--- src/rtl/proc_timer.sv ---
module proc_timer #(
  parameter int ADDR_W   = 3,
  parameter int TICK_LSB = 9,
  parameter int CNT_W    = 63,
  parameter int LIM_W    = 31
) (
  input  logic              clk,
  input  logic              rst_n,
  input  logic              tick,
  input  logic              user_mode,
  input  logic [ADDR_W-1:0] addr,
  input  logic              wr_en,
  input  logic              rd_en,
  input  logic [31:0]       wdata,
  output logic [31:0]       rdata,
  output logic              irq
);

  localparam int HI_W = CNT_W - 32;
  localparam logic [CNT_W-1:0] STEP     = CNT_W'(1) << TICK_LSB;
  localparam logic [CNT_W-1:0] USR_TOP  = ~((CNT_W'(1) << TICK_LSB) - CNT_W'(1));
  localparam logic [LIM_W-1:0] FREE_TOP = ~((LIM_W'(1) << TICK_LSB) - LIM_W'(1));

  logic [CNT_W-1:0] cnt_q;
  logic [LIM_W-1:0] lim_q;
  logic             reached_q, irq_q, run_q, mode_q;

  logic             rising, falling, run_eff, advance, hit;
  logic [CNT_W-1:0] top, cnt_inc;
  logic [LIM_W-1:0] eff_lim;

  assign rising  = user_mode & ~mode_q;
  assign falling = ~user_mode & mode_q;
  assign run_eff = run_q & ~rising;
  assign eff_lim = (lim_q == '0) ? FREE_TOP : lim_q;
  assign top     = user_mode ? USR_TOP : CNT_W'(eff_lim);
  assign cnt_inc = (cnt_q >= top) ? '0 : cnt_q + STEP;
  assign advance = tick & (~user_mode | run_eff);
  assign hit     = advance & (cnt_inc == top);
  assign irq     = irq_q;

  always_ff @(posedge clk) begin
    if (!rst_n) begin
      cnt_q     <= '0;
      lim_q     <= '0;
      reached_q <= 1'b0;
      irq_q     <= 1'b0;
      run_q     <= 1'b1;
      mode_q    <= 1'b0;
    end else begin
      mode_q <= user_mode;
      if (advance) cnt_q <= cnt_inc;
      if (rising) begin
        run_q <= 1'b0;
        irq_q <= 1'b0;
      end else if (falling) begin
        run_q <= 1'b1;
      end
      if (rd_en && addr == ADDR_W'(0) && !user_mode) begin
        reached_q <= 1'b0;
        irq_q     <= 1'b0;
      end
      if (wr_en) begin
        case (addr)
          ADDR_W'(0): begin
            if (user_mode) begin
              cnt_q[CNT_W-1:32] <= wdata[HI_W-1:0];
              reached_q         <= 1'b0;
            end else begin
              lim_q <= wdata[LIM_W-1:0] & FREE_TOP;
              cnt_q <= '0;
              irq_q <= 1'b0;
            end
          end
          ADDR_W'(1): begin
            if (user_mode) begin
              cnt_q[31:0] <= {wdata[31:TICK_LSB], {TICK_LSB{1'b0}}};
              reached_q   <= 1'b0;
            end
          end
          ADDR_W'(2): lim_q <= wdata[LIM_W-1:0] & FREE_TOP;
          ADDR_W'(3): if (user_mode) run_q <= wdata[0];
          default: ;
        endcase
      end
      if (hit) begin
        reached_q <= 1'b1;
        if (!user_mode) irq_q <= 1'b1;
      end
    end
  end

  always_comb begin
    case (addr)
      ADDR_W'(0): rdata = user_mode ? {reached_q, cnt_q[CNT_W-1:32]} : {1'b0, lim_q};
      ADDR_W'(1): rdata = user_mode ? cnt_q[31:0] : {reached_q, cnt_q[LIM_W-1:0]};
      ADDR_W'(3): rdata = {31'b0, user_mode ? run_eff : 1'b1};
      default:    rdata = '0;
    endcase
  end

  assert_low_bits_zero_R1: assert property (@(posedge clk) disable iff (!rst_n)
    (rd_en && addr == ADDR_W'(1)) |-> rdata[TICK_LSB-1:0] == '0);

  assert_irq_with_flag_R2: assert property (@(posedge clk) disable iff (!rst_n)
    $rose(irq) |-> reached_q);

  assert_read_clears_R4: assert property (@(posedge clk) disable iff (!rst_n)
    (rd_en && addr == ADDR_W'(0) && !user_mode && !tick) |=> !irq);

  assert_write_restarts_R5: assert property (@(posedge clk) disable iff (!rst_n)
    (wr_en && addr == ADDR_W'(0) && !user_mode) |=> cnt_q == '0);

  assert_user_no_irq_R7: assert property (@(posedge clk) disable iff (!rst_n)
    (user_mode && mode_q) |-> !irq);

  assert_stopped_holds_R8: assert property (@(posedge clk) disable iff (!rst_n)
    (user_mode && mode_q && !run_q && !wr_en) |=> cnt_q == $past(cnt_q));

endmodule

--- config.mk ---
export PLATFORM = sky130hd
export DESIGN_NAME = proc_timer
export DESIGN_NICKNAME = d
export VERILOG_FILES = /design/src/rtl/proc_timer.sv
export SDC_FILE = /design/constraint.sdc
export NUM_CORES = 1
export LEC_CHECK = 0
export BUFFER_PORTS_ARGS = -buffer_cell sky130_fd_sc_hd__buf_2
export CAP_MARGIN = 15
export CORE_MARGIN = 3
export CORE_UTILIZATION = 60
export DETAILED_ROUTE_END_ITERATION = 10
export HOLD_SLACK_MARGIN = 0.1
export PLACE_DENSITY = 0.89
export SLEW_MARGIN = 15
export SYNTH_ARGS = -nofsm -noshare
export SYNTH_HDL_FRONTEND = slang
export SYNTH_SLANG_ARGS = --single-unit
--- constraint.sdc ---
create_clock -name clk -period 6 [get_ports clk]
set_clock_uncertainty 0.2 [all_clocks]
set_input_delay 1.2 -clock clk [delete_from_list [all_inputs] [get_ports clk]]
set_output_delay 1.2 -clock clk [all_outputs]
set_load 0.005 [all_outputs]
==> impl_metrics.json <==
{
  "worst_slew_pin_slew_ns": 1.09,
  "reg2reg_from": "lim_q[24]$_SDFFE_PN0P_",
  "wl_per_cell_um": 24.7,
  "syn_inst": 1260,
  "cap_viol_max_count": 0,
  "path_depth": 17,
  "ctsResizeCount": 0,
  "gp_congestion": 1.04,
  "hold_class": "reg -> reg",
  "hpwlAfterDp_mm": 26.3,
  "drv_slew": 0,
  "r2r_end": "reached_q$_SDFF_PN0_",
  "core_um2": 14100,
  "grt_pass1_vias": 9470,
  "final_cell_mix": "nand2_1 (171), o21ai_0 (95), dfxtp_1 (89), nor2_1 (82)",
  "clockBufferDepth": 2,
  "seq_area_frac_synth_pct": 20.1,
  "cts_tree": "yes",
  "required_ns": 6.06,
  "min-delay-start": "cnt_q[3]$_SDFF_PN0_",
  "synth-edff-count": 0,
  "max-vdd-ir-drop_mv": 0.144,
  "cts_hold_buf": 0,
  "finalHoldViolCount": 0,
  "clock.fmax_mhz": 175,
  "die_h_um": 128,
  "ff2ff_path_depth": 17,
  "avgSynthCellArea_um2": 7.03,
  "startpoint_type": "flop",
  "netlist_top_cells_area": "dfxtp_1 (20%), ha_1 (9.0%), nand2_1 (7.2%)",
  "finalCriticalPeriod_ns": 5.70,
  "dr_total_vias": 10300,
  "layout_commonest_cell": "nand2_1",
  "wl_mm": 35.9,
  "drive_gt1_share_pct": 11.2,
  "cts_made_buffers": 9,
  "max_slew_margin_pct": 26.7,
  "holdWs_ns": 0.293,
  "port-buffer-count": 73,
  "period_share_pct": 95.0,
  "grt_max_degree": 82,
  "cts.htree.levels": 3,
  "antenna_found_initial": 0,
  "powerDensity_nw_per_um2": 159,
  "syn_nets": 1365,
  "drtPass1Iterations": 6,
  "async_flop_share_pct": 0,
  "outcome": "finished clean",
  "numClockSinks": 89,
  "cts_root_buf": "clkbuf_16",
  "rows": 43,
  "fin_tns_setup_ns": 0,
  "overflow": 0,
  "leakagePower_nw": 3.69,
  "clk_pin_slew_ns": 0.07,
  "crit_fanout": 15,
  "io_pins": 74,
  "fillerInstances": 1270,
  "path_cells": "nor4_1, nand4_1, o21ai_2, buf_4, nor2_1, ha_1, nand2_1, or3_1, or3_1, a21oi_1, o21bai_1, buf_4, nand2_1, o21ai_0, nor4_1, nand4_1, o31ai_1",
  "worst_ep_arrival_time_ns": 5.76,
  "die-area_um2": 16300,
  "r2r_slack_ns": 0.30,
  "drc_errors": 0,
  "critical_path_class": "reg -> reg",
  "n_antenna_cell": 0,
  "grt_usage_pct": 43.5,
  "crit_end": "reached_q$_SDFF_PN0_",
  "synth-seq-cells": 89,
  "grt_first_pass_wirelength_mm": 55.1,
  "synth_warnings": 0,
  "drtAntennaViolNets": 0,
  "netlist_area_um2": 8860,
  "first_iter_violations": 1573,
  "synth_top_cell_by_area": "dfxtp_1",
  "cp-end-kind": "flop",
  "synth_flop_cell": "dfxtp_1",
  "die_w_um": 128,
  "netlist.area_leader.share_pct": 20.1,
  "nets": 1377,
  "crit_slowest_cell": "o21ai_2",
  "path_buf_inv": 2,
  "rsz0062_at_grt": "no",
  "syn_to_final_growth_pct": 8.26,
  "yosysUniqueCellTypes": 70,
  "setup_violations": 0,
  "crit_start": "lim_q[24]$_SDFFE_PN0P_",
  "critPathTopFamily": "simple AND/OR/NAND/NOR gates",
  "start_util_pct": 62.6,
  "clock_latency_ns": 0.36,
  "slowest_delay_ns": 0.67,
  "cts_setup_buffers": 0,
  "vias_per_cell": 7.04
}
routing by layer:
layer  global-route usage (%)  share of wire, %  routed length [µm]  vias up
met5                        0                 0                   0        -
met4                     21.3               5.3                1910        0
met3                     10.2                13                4690      160
met2                     65.7                42               15300      797
met1                     58.2                39               14100     4691
li1                         -                 -                   -     4611
worst min-delay path by stage:
stage / endpoint / slack [ns] / depth (start not counted)
detailed placement: cnt_q[8]$_SDFF_PN0_ / 0.27 / 1
global route: cnt_q[3]$_SDFF_PN0_ / 0.30 / 1
floorplan: cnt_q[4]$_SDFF_PN0_ / 0.25 / 1
CTS: cnt_q[3]$_SDFF_PN0_ / 0.29 / 1
finish: cnt_q[3]$_SDFF_PN0_ / 0.29 / 1
global placement: cnt_q[3]$_SDFF_PN0_ / 0.27 / 1
kinds of logic (layout without fill, tap and decap cells):
kind of cell,after synthesis,count (layout),synth area share (%)
and+or+nand+nor,583,583,34.3
DFF,89,89,20.1
muxes,27,27,3.06
buffers and inverters,126,143,5.69
AOI/OAI and AO/OA,326,326,23.3
xor gates and xnor gates,45,45,4.45
adders and majority gates,64,64,9.04
stage by stage:
step           power (mW)  util (%)  cell area, µm²  setup WS [ns]  instances
2_1_floorplan       0.808         -            8860          0.636       1260
3_3_place_gp        0.917      65.6            9290          0.609       1441
3_5_place_dp        0.920      65.6            9290          0.551       1441
4_1_cts              1.51      67.8            9590          0.547       1457
5_1_grt              1.57      67.8            9590         0.0719       1457
6_report             1.53      67.8            9590          0.300       1457
Yosys cell counts, types with 4 or more instances:
cell / count
dfxtp_1: 89
or3_1: 20
or4_1: 5
a22oi_1: 13
o21ai_0: 96
nand2b_1: 5
nand2_1: 171
nor4_2: 5
o211ai_1: 6
and3_1: 28
xor2_1: 14
nor3_2: 4
and2_1: 29
nand3b_1: 7
o2111ai_1: 5
clkbuf_1: 84
ha_1: 64
buf_2: 10
a21boi_0: 42
nor2_1: 82
a211o_1: 4
nand4_1: 37
nand3_1: 58
o31ai_1: 6
a21o_1: 8
nor3_1: 49
a21oi_1: 73
xnor2_1: 31
a31oi_1: 11
nor4_1: 31
o21a_1: 17
and4_1: 10
buf_1: 4
mux2i_1: 26
a22o_1: 12
inv_1: 25
nor2b_1: 23
report_power, final:
group          switching, mW  internal, mW  total [mW]
Combinational          0.197        0.0983       0.295
Clock                  0.269         0.338       0.607
Sequential            0.0255         0.601       0.627
Total                  0.491          1.04        1.53
cell type report:
class | instances | area (µm²) | area share, %
timing repair buffer | 102 | 596 | 6.21
clock inverter | 5 | 63.8 | 0.665
clock buffer | 11 | 243 | 2.53
sequential | 89 | 1780 | 18.6
tap | 180 | 225 | 2.35
multi-input combinational | 1045 | 6590 | 68.7
inverter | 25 | 93.8 | 0.978
sequential cells by signal, indices dropped and copies added, names as in the netlist:
name / count
mode_q: 1
irq: 1
lim_q: 22
cnt_q: 63
run_q: 1
reached_q: 1
No activity file was read; power rests on OpenSTA's default activity.
